## src/rtl/pfs_pkg.sv

```systemverilog
// Shared types and bit-order helper for the playfield serializer.
// Assumes three pattern registers plus one control register on a 2-bit select.
package pfs_pkg;

    typedef enum logic [1:0] {
        SEL_LO   = 2'd0,   // 4-bit pattern, held in bits 7:4
        SEL_MID  = 2'd1,   // 8-bit pattern
        SEL_HI   = 2'd2,   // 8-bit pattern
        SEL_CTL  = 2'd3    // bit 0: mirror right half
    } pf_sel_e;

    // Map the n-th bit shown in a segment to a register bit index.
    function automatic logic [2:0] seg_bit(pf_sel_e kind, logic rev, logic [2:0] n);
        logic [2:0] idx;
        case (kind)
            SEL_LO:  idx = rev ? (3'd7 - n) : (3'd4 + n);
            SEL_MID: idx = rev ? n : (3'd7 - n);
            default: idx = rev ? (3'd7 - n) : n;
        endcase
        return idx;
    endfunction

endpackage

```

## src/rtl/pfs_hcounter.sv

```systemverilog
// Horizontal position counter: counts 0..LINE_LEN-1 and wraps.
// Assumes one count per pixel clock and synchronous active-low reset.
module pfs_hcounter #(
    parameter int LINE_LEN = 228,
    parameter int HW       = 8
) (
    input  logic          clk,
    input  logic          rst_n,
    output logic [HW-1:0] hcount
);

    // Advance position, wrap at end of line.
    always_ff @(posedge clk) begin
        if (!rst_n)
            hcount <= '0;
        else if (int'(hcount) == LINE_LEN - 1)
            hcount <= '0;
        else
            hcount <= hcount + 1'b1;
    end

    a_r1_wrap: assert property (@(posedge clk) disable iff (!rst_n)
        (int'(hcount) == LINE_LEN - 1) |=> (hcount == '0));

    a_r1_step: assert property (@(posedge clk) disable iff (!rst_n)
        (int'(hcount) != LINE_LEN - 1) |=> (hcount == $past(hcount) + 1'b1));

endmodule

```

## src/rtl/pfs_regfile.sv

```systemverilog
// Write staging and live pattern registers.
// A write is captured into a holding stage, then moved into the live register
// one clock later, so a write in cycle w is visible to readers from cycle w+2.
// Assumes at most one write per clock.
module pfs_regfile
    import pfs_pkg::*;
#(
    parameter int DW    = 8,
    parameter int NPAT  = 3
) (
    input  logic          clk,
    input  logic          rst_n,
    input  logic          wr_en,
    input  logic [1:0]    wr_sel,
    input  logic [DW-1:0] wr_data,
    output logic [DW-1:0] reg_lo,
    output logic [DW-1:0] reg_mid,
    output logic [DW-1:0] reg_hi,
    output logic          mirror
);

    logic          hold_valid;
    logic [1:0]    hold_sel;
    logic [DW-1:0] hold_data;
    logic [DW-1:0] pat_q [NPAT];
    logic          mirror_q;

    // Capture an incoming write into the holding stage.
    always_ff @(posedge clk) begin
        if (!rst_n) begin
            hold_valid <= 1'b0;
            hold_sel   <= '0;
            hold_data  <= '0;
        end else begin
            hold_valid <= wr_en;
            hold_sel   <= wr_sel;
            hold_data  <= wr_data;
        end
    end

    // One live pattern register per select value.
    for (genvar g = 0; g < NPAT; g++) begin : g_pat
        always_ff @(posedge clk) begin
            if (!rst_n)
                pat_q[g] <= '0;
            else if (hold_valid && hold_sel == 2'(g))
                pat_q[g] <= hold_data;
        end
    end

    // Control register keeps only the mirror bit.
    always_ff @(posedge clk) begin
        if (!rst_n)
            mirror_q <= 1'b0;
        else if (hold_valid && hold_sel == SEL_CTL)
            mirror_q <= hold_data[0];
    end

    assign reg_lo  = pat_q[0];
    assign reg_mid = pat_q[1];
    assign reg_hi  = pat_q[2];
    assign mirror  = mirror_q;

    a_r6_capture: assert property (@(posedge clk) disable iff (!rst_n)
        wr_en |=> hold_valid);

    a_r6_land_mid: assert property (@(posedge clk) disable iff (!rst_n)
        (hold_valid && hold_sel == SEL_MID) |=> (reg_mid == $past(hold_data)));

    a_r6_no_stray: assert property (@(posedge clk) disable iff (!rst_n)
        !hold_valid |=> ($stable(reg_lo) && $stable(reg_mid) && $stable(reg_hi) && $stable(mirror)));

endmodule

```

## src/rtl/pfs_serializer.sv

```systemverilog
// Segment scheduler and bit serializer.
// At the clock before each segment starts, the owning register is copied into
// a segment buffer; the buffer then shifts out in the segment's bit order, each
// bit held PPB clocks. The mirror choice for the right half is taken once, at
// the clock before the right half begins. Assumes segments are contiguous.
module pfs_serializer
    import pfs_pkg::*;
#(
    parameter int LINE_LEN = 228,
    parameter int HBLANK   = 68,
    parameter int PPB      = 4,
    parameter int HW       = 8,
    parameter int DW       = 8
) (
    input  logic          clk,
    input  logic          rst_n,
    input  logic [HW-1:0] hcount,
    input  logic [DW-1:0] reg_lo,
    input  logic [DW-1:0] reg_mid,
    input  logic [DW-1:0] reg_hi,
    input  logic          mirror,
    output logic          pf_out
);

    localparam int LO_LEN  = 4 * PPB;
    localparam int WD_LEN  = 8 * PPB;
    localparam int HALF    = LO_LEN + 2 * WD_LEN;
    localparam int L_LO    = HBLANK;
    localparam int L_MID   = HBLANK + LO_LEN;
    localparam int L_HI    = HBLANK + LO_LEN + WD_LEN;
    localparam int R_START = HBLANK + HALF;
    localparam int RN_MID  = R_START + LO_LEN;
    localparam int RN_HI   = R_START + LO_LEN + WD_LEN;
    localparam int RM_MID  = R_START + WD_LEN;
    localparam int RM_LO   = R_START + 2 * WD_LEN;
    localparam int PW      = (PPB > 1) ? $clog2(PPB) : 1;

    int           nxt;
    logic         start_now;
    pf_sel_e      start_kind;
    logic         start_rev;
    logic         half_rev;
    logic         seg_active;
    logic [DW-1:0] seg_buf;
    pf_sel_e      seg_kind;
    logic         seg_rev;
    logic [PW-1:0] pix_cnt;
    logic [2:0]   bit_cnt;

    // Decide whether a segment begins on the next clock, and which.
    always_comb begin
        nxt        = int'(hcount) + 1;
        start_now  = 1'b1;
        start_kind = SEL_LO;
        start_rev  = 1'b0;
        if (nxt == L_LO)
            start_kind = SEL_LO;
        else if (nxt == L_MID)
            start_kind = SEL_MID;
        else if (nxt == L_HI)
            start_kind = SEL_HI;
        else if (nxt == R_START) begin
            start_kind = mirror ? SEL_HI : SEL_LO;
            start_rev  = mirror;
        end else if (!half_rev && nxt == RN_MID)
            start_kind = SEL_MID;
        else if (!half_rev && nxt == RN_HI)
            start_kind = SEL_HI;
        else if (half_rev && nxt == RM_MID) begin
            start_kind = SEL_MID;
            start_rev  = 1'b1;
        end else if (half_rev && nxt == RM_LO) begin
            start_kind = SEL_LO;
            start_rev  = 1'b1;
        end else
            start_now  = 1'b0;
    end

    // Hold the right-half mirror choice for the rest of the line.
    always_ff @(posedge clk) begin
        if (!rst_n)
            half_rev <= 1'b0;
        else if (nxt == R_START)
            half_rev <= mirror;
    end

    // Load the segment buffer at segment start and step through its bits.
    always_ff @(posedge clk) begin
        if (!rst_n) begin
            seg_active <= 1'b0;
            seg_buf    <= '0;
            seg_kind   <= SEL_LO;
            seg_rev    <= 1'b0;
            pix_cnt    <= '0;
            bit_cnt    <= '0;
        end else if (start_now) begin
            seg_active <= 1'b1;
            seg_kind   <= start_kind;
            seg_rev    <= start_rev;
            pix_cnt    <= '0;
            bit_cnt    <= '0;
            case (start_kind)
                SEL_LO:  seg_buf <= reg_lo;
                SEL_MID: seg_buf <= reg_mid;
                default: seg_buf <= reg_hi;
            endcase
        end else if (int'(hcount) == LINE_LEN - 1) begin
            seg_active <= 1'b0;
        end else if (seg_active) begin
            if (int'(pix_cnt) == PPB - 1) begin
                pix_cnt <= '0;
                bit_cnt <= bit_cnt + 1'b1;
            end else begin
                pix_cnt <= pix_cnt + 1'b1;
            end
        end
    end

    // Pick the current bit out of the segment buffer.
    always_comb begin
        pf_out = seg_active & seg_buf[seg_bit(seg_kind, seg_rev, bit_cnt)];
    end

    a_r2_blank_idle: assert property (@(posedge clk) disable iff (!rst_n)
        (int'(hcount) < HBLANK) |-> !seg_active);

    a_r3_bit_hold: assert property (@(posedge clk) disable iff (!rst_n)
        (seg_active && pix_cnt != '0) |-> (pf_out == $past(pf_out)));

    a_r6_buf_frozen: assert property (@(posedge clk) disable iff (!rst_n)
        !start_now |=> $stable(seg_buf));

    a_r8_half_fixed: assert property (@(posedge clk) disable iff (!rst_n)
        (nxt != R_START) |=> $stable(half_rev));

endmodule

```

## src/rtl/pf_scanline_serializer.sv

```systemverilog
// Top: scanline playfield serializer.
// Combines the horizontal counter, the staged register file and the segment
// serializer. Assumes the pixel clock drives everything and the processor
// side issues single-cycle write strobes.
module pf_scanline_serializer #(
    parameter int LINE_LEN = 228,
    parameter int HBLANK   = 68,
    parameter int PPB      = 4,
    parameter int DW       = 8,
    localparam int HW      = $clog2(LINE_LEN)
) (
    input  logic          clk,
    input  logic          rst_n,
    input  logic          wr_en,
    input  logic [1:0]    wr_sel,
    input  logic [DW-1:0] wr_data,
    output logic [HW-1:0] hcount,
    output logic          pf_out
);

    logic [DW-1:0] reg_lo;
    logic [DW-1:0] reg_mid;
    logic [DW-1:0] reg_hi;
    logic          mirror;

    pfs_hcounter #(.LINE_LEN(LINE_LEN), .HW(HW)) u_hcnt (
        .clk    (clk),
        .rst_n  (rst_n),
        .hcount (hcount)
    );

    pfs_regfile #(.DW(DW), .NPAT(3)) u_regs (
        .clk     (clk),
        .rst_n   (rst_n),
        .wr_en   (wr_en),
        .wr_sel  (wr_sel),
        .wr_data (wr_data),
        .reg_lo  (reg_lo),
        .reg_mid (reg_mid),
        .reg_hi  (reg_hi),
        .mirror  (mirror)
    );

    pfs_serializer #(
        .LINE_LEN (LINE_LEN),
        .HBLANK   (HBLANK),
        .PPB      (PPB),
        .HW       (HW),
        .DW       (DW)
    ) u_ser (
        .clk     (clk),
        .rst_n   (rst_n),
        .hcount  (hcount),
        .reg_lo  (reg_lo),
        .reg_mid (reg_mid),
        .reg_hi  (reg_hi),
        .mirror  (mirror),
        .pf_out  (pf_out)
    );

    a_r9_reset_dark: assert property (@(posedge clk)
        !rst_n |=> !pf_out);

endmodule

```

## config.mk

```make
export PLATFORM = sky130hd
export DESIGN_NAME = pf_scanline_serializer
export DESIGN_NICKNAME = d
export VERILOG_FILES = /design/src/rtl/pfs_pkg.sv /design/src/rtl/pfs_hcounter.sv /design/src/rtl/pfs_regfile.sv /design/src/rtl/pfs_serializer.sv /design/src/rtl/pf_scanline_serializer.sv
export SDC_FILE = /design/constraint.sdc
export NUM_CORES = 1
export LEC_CHECK = 0
export BUFFER_PORTS_ARGS = -buffer_cell sky130_fd_sc_hd__buf_2
export CAP_MARGIN = 10
export CORE_MARGIN = 3
export CORE_UTILIZATION = 56
export CTS_BUF_LIST = sky130_fd_sc_hd__clkbuf_8
export CTS_CLUSTER_DIAMETER = 150
export DETAILED_ROUTE_END_ITERATION = 8
export HOLD_SLACK_MARGIN = 0.06
export PLACE_DENSITY = 0.85
export SETUP_SLACK_MARGIN = 0.05
export SLEW_MARGIN = 20
export SYNTH_ARGS = -nofsm -noshare
export SYNTH_HDL_FRONTEND = slang
export SYNTH_SLANG_ARGS = --single-unit
```

## constraint.sdc

```tcl
create_clock -name clk -period 2.1 [get_ports clk]
set_clock_uncertainty 0.05 [all_clocks]
set_input_delay 0.525 -clock clk [delete_from_list [all_inputs] [get_ports clk]]
set_output_delay 0.525 -clock clk [all_outputs]
set_load 0.005 [all_outputs]
```

Word-level counts from Yosys, hierarchy flattened
Memory sizes are Yosys's and may differ from the RTL's.
Cells that the tools add are included.
W data, S select, Z words.
{"block": "totals", "regBits": 38, "ramBits": 24, "input_bits": 13, "out_inout_bits": 9, "word_cells": 103, "mem_count": 1}
{"block": "op_classes", "n_addsub": 6, "order_cmp": 1, "eq_ne": 15, "n_mux": 45, "bitwise": 6, "n_reduce_logical": 17}
{"memory": "u_regs.pat_q", "depth": 3, "word_bits": 8, "rd": 3, "rd_ports_with_merged_regs": 0, "write_ports": 3, "line_no": "pfs_regfile.sv:25", "text": "logic [DW-1:0] pat_q [NPAT];"}
{"operator": "$eq A32 B9 Y1 const B", "count": 5}
{"operator": "$eq A32 B8 Y1 const B", "count": 3}
{"operator": "$mux W1", "count": 28}
{"operator": "$mux W8", "count": 3}
{"operator": "$mux W2", "count": 8}
{"operator": "$pmux W8 S2", "count": 1}
{"operator": "$add A8 B1 Y9 const B", "count": 1}
{"operator": "$mux W3", "count": 3}
{"operator": "$add A8 B1 Y8 const B", "count": 1}
{"operator": "$eq A2 B1 Y1 const B", "count": 4}
{"operator": "$eq A8 B6 Y1 const B", "count": 1}
{"operator": "$logic_and A1 B1 Y1", "count": 8}
{"operator": "$logic_not A2 Y1", "count": 3}
{"operator": "$pmux W3 S2", "count": 1}
{"operator": "$eq A2 B2 Y1 const B", "count": 2}
{"operator": "$lt A3 B4 Y1 const B", "count": 1}
{"operator": "$reduce_or A2 Y1", "count": 2}
{"operator": "$add A3 B1 Y3 const B", "count": 1}
{"operator": "$add A3 B3 Y3 const A", "count": 1}
{"operator": "$bmux W1 S3", "count": 1}
{"operator": "$or A1 B1 Y1", "count": 3}
{"operator": "$reduce_and A3 Y1", "count": 1}
{"operator": "$sub A3 B3 Y3 const A", "count": 1}
{"operator": "$add A2 B1 Y2 const B", "count": 1}
{"operator": "5 further kinds", "count": 6}

Longest topological paths before layout
Gate-level depths: netlist (run 1).
{"block": "depth", "ltp_word": 12, "depth_mapped": 10, "depth_no_buf": 8}

Hierarchy
From an unflattened synthesis (run 1), not the netlist that was laid out.
{"block": "unflattened", "hier_cells": 284, "hier_area_um2": 2994.1}
{"mod": "pfs_serializer", "instances": 1, "cells_per_inst": 148, "area_per_inst_um2": 1343.8, "seq_area_each_um2": 360.3}
{"mod": "pfs_regfile", "instances": 1, "cells_per_inst": 98, "area_per_inst_um2": 1281.2, "seq_area_each_um2": 960.9}
{"mod": "pfs_hcounter", "instances": 1, "cells_per_inst": 38, "area_per_inst_um2": 369.1, "seq_area_each_um2": 160.2}

Worst setup path after synthesis (run 1)
Ideal clock, no wire load.
{"block": "synth_timing", "kind": "flip-flop to flip-flop", "startpoint": "register u_hcnt.hcount[0]", "endpoint": "register u_ser.seg_buf[1]", "setup_ps": 122, "arrival_ps": 2231, "required_ps": 1928, "path_slack_ps": -304, "path_stages_with_launch": 10, "n_path_buf": 2, "synth_period_minus_slack_ps": 2404, "cell_sequence": "dfxtp_1 -> ha_1 -> buf_2 -> and3b_1 -> a32o_1 -> and4bb_1 -> a31oi_4 -> buf_4 -> o22a_1 -> a31oi_1"}
{"block": "synth_between", "elab_chain_cells": 12, "word_cells_on_any_way": 31, "cone_classes": "1 x add/sub; 9 x eq/ne; 16 x mux; 5 x reduce/logical"}
{"element": "from (decl)", "line_no": "pfs_hcounter.sv:9", "text": "output logic [HW-1:0] hcount"}
{"element": "from (signal assigned)", "line_no": "pfs_hcounter.sv:19", "text": "hcount <= hcount + 1'b1;"}
{"element": "$add A8 B1 Y9 *", "line_no": "pfs_serializer.sv:52", "text": "nxt = int'(hcount) + 1;"}
{"element": "$eq A32 B9 Y1", "line_no": "pfs_serializer.sv:69", "text": "else if (half_rev && nxt == RM_MID) begin"}
{"element": "$logic_and A1 B1 Y1", "line_no": "pfs_serializer.sv:69"}
{"element": "$mux W1", "line_no": "pfs_serializer.sv:69"}
{"element": "$mux W2", "line_no": "pfs_serializer.sv:67", "text": "else if (!half_rev && nxt == RN_HI)"}
{"element": "$mux W2", "line_no": "pfs_serializer.sv:65", "text": "end else if (!half_rev && nxt == RN_MID)"}
{"element": "$mux W2", "line_no": "pfs_serializer.sv:62", "text": "else if (nxt == R_START) begin"}
{"element": "$mux W2", "line_no": "pfs_serializer.sv:60", "text": "else if (nxt == L_HI)"}
{"element": "$mux W2", "line_no": "pfs_serializer.sv:58", "text": "else if (nxt == L_MID)"}
{"element": "$mux W2", "line_no": "pfs_serializer.sv:56", "text": "if (nxt == L_LO)"}
{"element": "$eq A2 B1 Y1 / $logic_not A2 Y1 (equally long branches)", "line_no": "pfs_serializer.sv:102", "text": "case (start_kind)"}
{"element": "$pmux W8 S2", "line_no": "pfs_serializer.sv:102"}
{"element": "to (signal assigned)", "line_no": "pfs_serializer.sv:103", "text": "SEL_LO: seg_buf <= reg_lo;"}
{"element": "to (signal assigned)", "line_no": "pfs_serializer.sv:104", "text": "SEL_MID: seg_buf <= reg_mid;"}
{"element": "to (signal assigned)", "line_no": "pfs_serializer.sv:105", "text": "default: seg_buf <= reg_hi;"}
{"element": "to (decl)", "line_no": "pfs_serializer.sv:44", "text": "logic [DW-1:0] seg_buf;"}
Mark *: on every way between the ends. The rest lies on a longest branch, timed or not.
A chain may end at the register's enable or synchronous reset.

Final worst setup path (run 1)
{"block": "layout_timing", "startpoint": "register u_ser.seg_kind[0]", "endpoint": "output port pf_out"}
{"block": "layout_between", "elab_chain_cells": 5, "word_cells_on_any_way": 6, "cone_classes": "1 x eq/ne; 3 x mux; 1 x bitwise; 1 x reduce/logical"}
{"element": "from (decl)", "line_no": "pfs_serializer.sv:45", "text": "pf_sel_e seg_kind;"}
{"element": "from (signal assigned)", "line_no": "pfs_serializer.sv:98", "text": "seg_kind <= start_kind;"}
{"element": "$eq A2 B1 Y1 / $logic_not A2 Y1 (equally long branches)", "line_no": "pfs_pkg.sv:15", "text": "case (kind)"}
{"element": "$pmux W3 S2 *", "line_no": "pfs_pkg.sv:15"}
{"element": "$bmux W1 S3 *", "line_no": "pfs_serializer.sv:121", "text": "pf_out = seg_active & seg_buf[seg_bit(seg_kind, seg_rev, bit_cnt)];"}
{"element": "$mux W1 (implied by the code) *", "line_no": "pfs_serializer.sv:121"}
{"element": "$and A1 B1 Y1 *", "line_no": "pfs_serializer.sv:121"}
{"element": "to (decl)", "line_no": "pf_scanline_serializer.sv:18", "text": "output logic pf_out"}
Mark *: on every way between the ends. The rest lies on a longest branch, timed or not. The select of a mux whose other input is x is not followed.

==> impl_metrics.tcl, run 1 <==
set metrics [dict create \
    maxSlewHeadroom_pct 67.5 \
    area_delta_synth_final_pct 42.0 \
    instances_no_fill 478 \
    insertion_delay_ns 0.34 \
    rsz0062_at_grt "yes" \
    dp.cells 445 \
    drcViolationCount 0 \
    clock.fmax_mhz 374 \
    intPower_uw 2040 \
    synth_seq_area_share_pct 47.5 \
    slowest_delay_ns 0.53 \
    synth.distinct_cells 57 \
    synth_edf_count 24 \
    worst_slack_ns -0.571 \
    arrival_ns 2.10 \
    switching_power_uw 620 \
    regArea_mm2 0.00150 \
    start_kind "flip-flop" \
    synthTopCellsByCount "and2_1, dfxtp_1, edfxtp_1, nor2_1, inv_1" \
    track_usage_pct 32.4 \
    grt_overflow 0 \
    ys_top_cells_by_area "dfxtp_1, edfxtp_1, and2_1" \
    fin_crit_sh_pct 127 \
    comb_power_share_pct 6.7 \
    finalHoldViolCount 0 \
    violations "negative setup slack" \
    antenna_found_initial 0 \
    n_antenna_cell 0 \
    wl_per_cell_um 20.3 \
    hold_slack_ns 0.335 \
    hold_end "u_regs.hold_sel[1]$_SDFF_PN0_" \
    power_frac_seq_pct 49.8 \
    path_cells "nor2b_4 -> xnor2_4 -> xor2_2 -> mux4_2 -> mux2i_1 -> nor2b_1 -> buf_2" \
    yosys_warnings 0 \
    cellLeakagePower_uw 0.00176 \
    cts_tree "yes" \
    crit_family "multiplexers" \
    num_vias 2909 \
    synth_nets 332 \
    crit_type "flip-flop to output pin" \
    dr.first_iter.drc_count 223 \
    htree_levels 3 \
    yosys.area.top_type "dfxtp_1" \
    dr.pass1.iters 5 \
    clock_sinks 62 \
    r2r_slack_ns -0.25 \
    ios 22 \
    maxCapViolations 0 \
    hp-start "wr_sel[1]" \
    pwr-share-clk_pct 43.5 \
    grt_max_degree 14 \
    power-per-cell-area_mw_per_mm2 601 \
    initial_core_util_pct 59.5 \
    synth_cells 313 \
    status "complete, but fails checks" \
    period_minus_slack_ns 2.67 \
    cts_hold_buf 0 \
    r2r-start "u_hcnt.hcount[0]$_SDFF_PP0_" \
    die-area_mm2 0.00650 \
    hold_depth 2 \
    nFillCells 254 \
    path_clk_slew_ns 0.07 \
    hold_path.class "primary input to flip-flop" \
    nets 422 \
    yosys.cell_count.top_type "and2_1" \
    cts-root-buf "clkbuf_8" \
    die_w_um 80.6 \
    cp.required_ns 1.52 \
    routed_wl_um 9690 \
    slowest_stage "mux4_2" \
    drive_gt1_share_pct 43.6 \
    vias_per_cell 6.09 \
    dieHeight_um 80.6 \
    dp_hpwl_um 5320 \
    vdd_ir_drop_max_v 0.000673 \
    routabilityCongestion 0.804 \
    cts_buffer_depth 2 \
    multi_input_area_mm2 0.00183 \
    path_buf_inv 1 \
    synth.avg_cell_area_um2 9.96 \
    coreArea_mm2 0.00524 \
    grt_pass1_wl_um 15400 \
    critPathCaptureType "output pin" \
    grt_pass1_vias 3098 \
    numCtsBuffers 9 \
    r2r_cells 9 \
    yosysTopAreaCellShare_pct 24.4 \
    timing.rr.end "u_ser.seg_buf[1]$_SDFFE_PN0P_" \
    drtAntennaViolNets 0 \
    worstMarginPinSlew_ns 0.486 \
    setup_viol 16 \
    p_sw_share_pct 23.3 \
    num_rows 26 \
    cp_max_fo 2 \
    drv_slew 0 \
    synthArstFlopShare_pct 0 \
    synth_area_mm2 0.00312 \
    synth_seq_cells 62 \
    portBuffers 21 \
    ys.flop_type "dfxtp_1" \
]
## worst reg2reg max path: cells and delay by family, from the launching register on
family / cells / cell delay, ns
and+or+nand+nor: 2 / 0.48
buffers and inverters: 2 / 0.32
AOI/OAI and AO/OA: 4 / 0.82
adders and majority gates: 1 / 0.16
DFF: 1 / 0.38
## cells by family after synthesis
logic type	share of synthesized area (%)
AO/OA/AOI/OAI	16.4
XOR/XNOR	3.65
adder cells (fa/ha/maj)	2.41
buffers and inverters	4.70
flip-flops	47.5
multiplexers	2.41
AND/OR/NAND/NOR	22.9
## worst max-delay path by stage
stage,startpoint,end,depth (start not counted)
CTS,u_ser.seg_kind[0]$_SDFFE_PN0P_,pf_out,7
global route,u_ser.seg_kind[0]$_SDFFE_PN0P_,pf_out,7
detailed placement,u_ser.seg_kind[0]$_SDFFE_PN0P_,pf_out,7
finish,u_ser.seg_kind[0]$_SDFFE_PN0P_,pf_out,7
global placement,u_ser.seg_kind[0]$_SDFFE_PN0P_,pf_out,7
floorplan,u_ser.seg_kind[0]$_SDFFE_PN0P_,pf_out,6
## state kept, by name, indices dropped and copies added, names as in the netlist
| signal | cells |
|---|---|
| u_regs.mirror | 1 |
| u_ser.bit_cnt | 3 |
| u_ser.seg_rev | 1 |
| u_hcnt.hcount | 8 |
| u_ser.seg_buf | 8 |
| u_ser.seg_active | 1 |
| u_ser.seg_kind | 2 |
| u_regs.hold_valid | 1 |
| u_regs.pat_q | 24 |
| u_ser.pix_cnt | 2 |
| u_regs.hold_sel | 2 |
| u_regs.hold_data | 8 |
| u_ser.half_rev | 1 |
## cells in the final DEF (no fill, tap or decap), drive strengths merged, types with 2 or more instances in the layout
cell / count
a21boi: 2
a21oi: 12
a31oi: 11
a32oi: 2
and2: 39
and4b: 2
buf: 90
bufinv: 2
clkbuf: 10
clkinv: 2
clkinvlp: 3
dfxtp: 38
edfxtp: 24
ha: 6
inv: 19
mux2i: 3
mux4: 2
nand2: 17
nand2b: 6
nand3: 16
nand3b: 2
nor2: 19
nor2b: 5
nor3: 8
nor4: 2
o2111ai: 4
o211ai: 4
o21ai: 14
o21bai: 3
o22a: 8
o31a: 2
or2: 2
xnor2: 6
xor2: 7
## per-layer routing
layer	share of wire, %	global-route usage [%]	vias up
met5	0	0	-
met4	6.2	26.7	0
met3	5.9	5.49	59
met2	53	59.4	152
met1	35	31.3	1395
li1	-	-	1303
## what timing repair did
action                     CTS  global route
setup buffers               15             3
pin swaps                   30            27
gates cloned                 4             0
resized for setup           52            25
setup endpoints to repair   16            26
## area by class of cell
type,instances,area share (%)
clock inverters,7,2.06
multi-input cells,220,41.4
flip-flops and latches,62,33.9
inverters,19,1.61
well taps,70,1.98
clock buffers,9,2.80
repair buffers,91,16.3
## power groups by stage
stage	registers (uW)	clock network (uW)	logic (uW)
6_report	1320	1160	178
5_1_grt	1330	1220	189
4_1_cts	1320	1150	161
3_5_place_dp	1350	0	132
3_3_place_gp	1350	0	124
2_1_floorplan	1350	0	70.8
## metrics by stage
| stage | util [%] | area (um^2) | worst slack (ns) | TNS (ns) | total power [uW] |
|---|---|---|---|---|---|
| after floorplan | - | 3230 | -0.0427 | -0.0548 | 1420 |
| after global placement | 71.6 | 3750 | -0.183 | -1.50 | 1470 |
| after detailed placement | 71.6 | 3750 | -0.253 | -2.36 | 1480 |
| after CTS | 83.5 | 4370 | -0.564 | -2.24 | 2630 |
| after global routing | 84.5 | 4430 | -0.665 | -4.06 | 2740 |
| final | 84.5 | 4430 | -0.571 | -2.94 | 2660 |
No activity file was read; power rests on OpenSTA's default activity.
==> run 2, diff against run 1 <==
--- a/config.mk
+++ b/config.mk
@@ -6,14 +6,14 @@
 export NUM_CORES = 1
 export LEC_CHECK = 0
 export BUFFER_PORTS_ARGS = -buffer_cell sky130_fd_sc_hd__buf_2
-export CAP_MARGIN = 10
+export CAP_MARGIN = 20
 export CORE_MARGIN = 3
-export CORE_UTILIZATION = 56
+export CORE_UTILIZATION = 58
 export CTS_BUF_LIST = sky130_fd_sc_hd__clkbuf_8
 export CTS_CLUSTER_DIAMETER = 150
 export DETAILED_ROUTE_END_ITERATION = 8
 export HOLD_SLACK_MARGIN = 0.06
-export PLACE_DENSITY = 0.85
+export PLACE_DENSITY = 0.84
 export SETUP_SLACK_MARGIN = 0.05
 export SLEW_MARGIN = 20
 export SYNTH_ARGS = -nofsm -noshare
==> constraint.sdc (replaced) <==
create_clock -name clk -period 3.4 [get_ports clk]
set_clock_uncertainty 0.05 [all_clocks]
set_input_delay 0.85 -clock clk [delete_from_list [all_inputs] [get_ports clk]]
set_output_delay 0.85 -clock clk [all_outputs]
set_load 0.005 [all_outputs]
==> impl_metrics.tcl, run 2 (same netlist as run 1, synthesis figures left out) <==
set metrics [dict create \
    maxSlewHeadroom_pct 51.2 \
    crit_type "flip-flop to output pin" \
    vias_per_cell 5.60 \
    fin_util_pct 67.7 \
    num_vias 2317 \
    wl_per_cell_um 15.2 \
    p_sw_share_pct 21.7 \
    coreArea_mm2 0.00514 \
    power.total_uw 1500 \
    cts_resized 0 \
    area_delta_synth_final_pct 11.6 \
    r2r-start "u_hcnt.hcount[0]$_SDFF_PP0_" \
    drive_gt1_share_pct 15.4 \
    intPower_uw 1180 \
    tns_ns 0 \
    maxCapViolations 0 \
    power_frac_seq_pct 54.4 \
    finalHoldViolCount 0 \
    ios 22 \
    cp.required_ns 2.50 \
    final_cell_mix "and2_1, dfxtp_1, edfxtp_1" \
    cts_tree "yes" \
    status "complete, no violations" \
    clock_sinks 62 \
    nFillCells 435 \
    n_antenna_cell 0 \
    clock.fmax_mhz 320 \
    grt_max_degree 26 \
    htree_levels 3 \
    worstMarginPinSlew_ns 0.728 \
    final_common_cell "and2_1" \
    critPathCaptureType "output pin" \
    track_usage_pct 22.1 \
    regMostFlops "u_regs.pat_q" \
    dr.pass1.iters 4 \
    die_w_um 79.3 \
    largest_reg_flops 24 \
    drtAntennaViolNets 0 \
    critPathCapture "pf_out" \
    cts_hold_buf 0 \
    switching_power_uw 326 \
    startpoint "u_ser.seg_kind[0]$_SDFFE_PN0P_" \
    drcViolationCount 0 \
    routed_wl_um 6300 \
    grt_pass1_vias 2263 \
    routabilityCongestion 0.858 \
    period_minus_slack_ns 3.13 \
    r2r_slack_ns 0.42 \
    start_kind "flip-flop" \
    dieHeight_um 79.3 \
    portBuffers 21 \
    cellLeakagePower_uw 0.00134 \
    insertion_delay_ns 0.33 \
    fin_crit_sh_pct 92.0 \
    die-area_mm2 0.00629 \
    hold_path.class "flip-flop to flip-flop" \
    path_clk_slew_ns 0.06 \
    rsz0062_at_grt "no" \
    drv_slew 0 \
    num_rows 26 \
    dp_hpwl_um 4420 \
    regArea_mm2 0.00148 \
    grt_overflow 0 \
    cp_max_fo 4 \
    setup_viol 0 \
    post_cts_buffers 0 \
    arrival_ns 2.23 \
    multi_input_area_mm2 0.00149 \
    grt_pass1_wl_um 10600 \
    cts_buffer_depth 2 \
    r2r_cells 9 \
    initial_core_util_pct 60.6 \
    antenna_found_initial 0 \
    vdd_ir_drop_max_v 0.000362 \
    numCtsBuffers 9 \
    pwr-share-clk_pct 41.3 \
    timing.rr.end "u_ser.seg_buf[4]$_SDFFE_PN0P_" \
    dr.first_iter.drc_count 110 \
    comb_power_share_pct 4.3 \
    nets 358 \
    cts-root-buf "clkbuf_8" \
    power-per-cell-area_mw_per_mm2 432 \
]
-- run 2: cell types whose count changed in the layout (fill, tap and decap cells not counted), moves of 4 or more --
cell | before | now
dfxtp_2 | 5 | 0
buf_4 | 56 | 7
a21oi_1 | 6 | 10
buf_6 | 9 | 0
nand3_2 | 6 | 0
nor2_1 | 12 | 19
dfxtp_1 | 30 | 38
nor2_2 | 5 | 0
nand3_1 | 7 | 15
xor2_1 | 3 | 7
xor2_2 | 4 | 0
-- run 2: power by group through the flow --
stage	Combinational, uW	Clock, uW	Sequential (uW)
after floorplan	40.2	0	829
after global placement	62.3	0	832
after detailed placement	65.4	0	834
after CTS	65.2	636	818
after global routing	72.6	669	821
final	64.6	621	818
-- run 2: through the flow --
stage | cell area [um^2] | hold slack [ns] | worst slack [ns] | cells
6_report | 3480 | 0.423 | 0.271 | 414
4_1_cts | 3480 | 0.425 | 0.230 | 414
3_3_place_gp | 3290 | 0.408 | 0.636 | 398
5_1_grt | 3480 | 0.455 | 0.0840 | 414
3_5_place_dp | 3290 | 0.415 | 0.536 | 398
2_1_floorplan | 3120 | 0.401 | 0.875 | 313
-- run 2: final cells by class --
| class | count | share of cell area (%) |
|---|---|---|
| inverters | 19 | 2.05 |
| multi-input cells | 219 | 42.8 |
| flip-flops and latches | 62 | 42.6 |
| clock buffers | 10 | 3.96 |
| well taps | 70 | 2.52 |
| clock inverters | 6 | 1.58 |
| repair buffers | 28 | 4.53 |
-- run 2: worst min path at each step --
| stage | start | to | slack [ns] | cells after the start |
|---|---|---|---|---|
| after detailed placement | u_ser.pix_cnt[1]$_SDFFE_PP0P_ | u_ser.pix_cnt[1]$_SDFFE_PP0P_ | 0.42 | 2 |
| after floorplan | u_ser.pix_cnt[1]$_SDFFE_PP0P_ | u_ser.pix_cnt[1]$_SDFFE_PP0P_ | 0.40 | 2 |
| final | u_ser.pix_cnt[1]$_SDFFE_PP0P_ | u_ser.pix_cnt[1]$_SDFFE_PP0P_ | 0.42 | 2 |
| after global routing | u_ser.pix_cnt[1]$_SDFFE_PP0P_ | u_ser.pix_cnt[1]$_SDFFE_PP0P_ | 0.45 | 2 |
| after global placement | u_ser.pix_cnt[1]$_SDFFE_PP0P_ | u_ser.pix_cnt[1]$_SDFFE_PP0P_ | 0.41 | 2 |
| after CTS | u_ser.pix_cnt[1]$_SDFFE_PP0P_ | u_ser.pix_cnt[1]$_SDFFE_PP0P_ | 0.42 | 2 |
-- run 2: routing by layer --
layer	global-route usage [%]	share of wire, %	vias to the layer above
met2	39.8	52	41
met1	25.2	44	1093
met3	4.76	2.7	9
met5	0	0	-
met4	9.28	1.7	0
li1	-	-	1174
-- run 2: critical path: stages (launching register included) --
cell	delay (ns)
dfxtp_1	0.37
nor2b_1	0.18
xnor2_1	0.18
xor2_1	0.26
mux4_2	0.52
mux2i_1	0.18
nor2b_1	0.07
buf_2	0.13
==> run 3, diff against run 2 <==
--- a/config.mk
+++ b/config.mk
@@ -5,6 +5,7 @@
 export SDC_FILE = /design/constraint.sdc
 export NUM_CORES = 1
 export LEC_CHECK = 0
+export ABC_AREA = 1
 export BUFFER_PORTS_ARGS = -buffer_cell sky130_fd_sc_hd__buf_2
 export CAP_MARGIN = 20
 export CORE_MARGIN = 3
==> constraint.sdc (replaced) <==
create_clock -name clk -period 3.4 [get_ports clk]
set_clock_uncertainty 0.05 [all_clocks]
set_input_delay 0.17 -clock clk [delete_from_list [all_inputs] [get_ports clk]]
set_output_delay 0.17 -clock clk [all_outputs]
set_load 0.005 [all_outputs]
==> impl_metrics.tcl, run 3 <==
set metrics [dict create \
    insertion_delay_ns 0.34 \
    final_common_cell "nand2_1" \
    die-area_mm2 0.00594 \
    switching_power_uw 347 \
    largest_reg_flops 24 \
    use_met1_pct 25.1 \
    n_antenna_cell 0 \
    hold_slack_ns 0.235 \
    area_delta_synth_final_pct 16.6 \
    routabilityCongestion 0.879 \
    yosys.cell_count.top_type "nand2_1" \
    worstMarginPinSlew_ns 0.539 \
    r2r_cells 14 \
    hp-start "rst_n" \
    design_area_mm2 0.00342 \
    start_kind "flip-flop" \
    numCtsBuffers 9 \
    power-per-cell-area_mw_per_mm2 464 \
    synth.distinct_cells 29 \
    synth.avg_cell_area_um2 7.82 \
    grtUsageMet2_pct 37.8 \
    hold_depth 3 \
    synth_edf_count 24 \
    r2r-start "u_hcnt.hcount[0]$_SDFF_PP0_" \
    clock.fmax_mhz 433 \
    ys_top_cells_by_area "dfxtp_1, edfxtp_1, nand2_1" \
    initial_core_util_pct 60.9 \
    drcViolationCount 0 \
    grt_overflow 0 \
    synth_seq_area_share_pct 50.5 \
    drive_gt1_share_pct 14.8 \
    top_usage_layer "met2" \
    hold_end "u_regs.hold_data[1]$_SDFF_PN0_" \
    hold_path.class "primary input to flip-flop" \
    maxSlewHeadroom_pct 63.7 \
    yosysTopAreaCellShare_pct 25.9 \
    regMostFlops "u_regs.pat_q" \
    cts_buffer_depth 2 \
    final_cell_mix "nand2_1, nor2_1, inv_1" \
    grt_max_degree 30 \
    post-place-ws_ns 1.16 \
    track_usage_pct 21.6 \
    pwr-share-clk_pct 44.3 \
    finalHoldViolCount 0 \
    dr.pass1.iters 5 \
    wl_per_cell_um 12.2 \
    drv_slew 0 \
    synth_seq_cells 62 \
    tns_ns 0 \
    htree_levels 3 \
    routed_wl_um 5900 \
    ios 22 \
    period_minus_slack_ns 2.31 \
    yosys.area.top_type "dfxtp_1" \
    cts_tree "yes" \
    grt_pass1_vias 2358 \
    synthTopCellsByCount "nand2_1, nor2_1, inv_1, dfxtp_1, nand3_1" \
    synth_nets 394 \
    rsz0062_at_grt "no" \
    synth_cells 375 \
    fin_crit_sh_pct 68.0 \
    worst_slack_ns 1.09 \
    vias_per_cell 4.93 \
    crit_type "flip-flop to flip-flop" \
    path_clk_slew_ns 0.07 \
    num_vias 2393 \
    p_sw_share_pct 21.8 \
    post_cts_buffers 0 \
    maxCapViolations 0 \
    timing.rr.end "u_ser.seg_buf[3]$_SDFFE_PN0P_" \
    grt_pass1_wl_um 10200 \
    arrival_ns 2.49 \
    coreArea_mm2 0.00482 \
    intPower_uw 1240 \
    comb_power_share_pct 4.3 \
    dieHeight_um 77.1 \
    nets 432 \
    drtAntennaViolNets 0 \
    r2r_slack_ns 1.09 \
    placed_area_mm2 0.00309 \
    synthArstFlopShare_pct 0 \
    ys.flop_type "dfxtp_1" \
    dr.first_iter.drc_count 114 \
    num_rows 25 \
    power_frac_seq_pct 51.4 \
    synth_area_mm2 0.00293 \
    setup_viol 0 \
    yosys_warnings 0 \
    antenna_found_initial 0 \
    cts-root-buf "clkbuf_8" \
    cellLeakagePower_uw 0.00152 \
    dp_hpwl_um 4210 \
    portBuffers 21 \
    critPathCaptureType "flip-flop" \
    cp_max_fo 18 \
    status "complete, no violations" \
    cp.required_ns 3.58 \
    vdd_ir_drop_max_v 0.000600 \
    clock_sinks 62 \
    die_w_um 77.1 \
    grt_util_met3_pct 6.22 \
]
-- run 3: timing repair --
action,CTS,global route
setup endpoints to repair,0,0
endpoints found under the hold margin,11,0
gates resized for setup,0,0
hold buffers,11,0
-- run 3: per-stage QoR --
stage	total power, uW	std cells	utilization [%]
2_1_floorplan	866	375	-
3_3_place_gp	884	458	64.1
3_5_place_dp	890	458	64.1
4_1_cts	1600	485	71.0
5_1_grt	1640	485	71.0
6_report	1590	485	71.0
-- run 3: cell type report --
type | instances | area [um^2]
well taps | 67 | 83.8
multi-input cells | 249 | 1200
inverters | 59 | 221
fillers | 358 | 1400
repair buffers | 32 | 215
clock buffers | 9 | 124
flip-flops and latches | 62 | 1480
clock inverters | 7 | 96.3
-- run 3: worst max-delay path by stage --
stage | start | endpoint | slack [ns] | cells past startpoint
2_1_floorplan | u_hcnt.hcount[0]$_SDFF_PP0_ | u_ser.seg_buf[0]$_SDFFE_PN0P_ | 1.40 | 15
3_3_place_gp | u_hcnt.hcount[0]$_SDFF_PP0_ | u_ser.seg_buf[5]$_SDFFE_PN0P_ | 1.28 | 14
3_5_place_dp | u_hcnt.hcount[0]$_SDFF_PP0_ | u_ser.seg_buf[3]$_SDFFE_PN0P_ | 1.16 | 14
4_1_cts | u_hcnt.hcount[0]$_SDFF_PP0_ | u_ser.seg_buf[5]$_SDFFE_PN0P_ | 1.13 | 14
5_1_grt | u_hcnt.hcount[0]$_SDFF_PP0_ | u_ser.seg_buf[6]$_SDFFE_PN0P_ | 0.85 | 14
6_report | u_hcnt.hcount[0]$_SDFF_PP0_ | u_ser.seg_buf[3]$_SDFFE_PN0P_ | 1.09 | 14
-- run 3: metal layers --
metal / up-vias / part of all wire [%]
met3: 10 / 4.4
li1: 1262 / -
met4: 0 / 1.3
met2: 47 / 50
met1: 1074 / 44
met5: - / 0
-- run 3: cells by family (layout without fill, tap and decap cells) --
| kind of cell | count (synthesis) | in the layout | synth area share, % |
|---|---|---|---|
| simple gates | 210 | 210 | 31.8 |
| buf+inv | 64 | 107 | 8.66 |
| flops | 62 | 62 | 50.5 |
| compound gates | 29 | 29 | 5.25 |
| fa+ha+maj | 6 | 6 | 2.56 |
| xor+xnor | 4 | 4 | 1.19 |
-- run 3: worst max-delay path, cell delays in order, from the launching register on --
cell,delay (ns)
dfxtp_1,0.44
ha_1,0.28
nand2_1,0.12
nor2_2,0.18
nand2_2,0.07
nand2_1,0.07
nand2_2,0.08
nor2_4,0.19
nand3_2,0.12
nand2_1,0.10
nor2_2,0.05
nand2_4,0.17
nand3_1,0.13
nor2_1,0.11
nor2_1,0.04
-- run 3: power by group through the flow --
stage	Combinational (uW)	Sequential, uW	Clock (uW)
6_report	68.3	816	703
3_5_place_dp	57.3	832	0
2_1_floorplan	38.2	827	0
3_3_place_gp	54.0	830	0
5_1_grt	77.2	818	749
4_1_cts	67.2	815	715
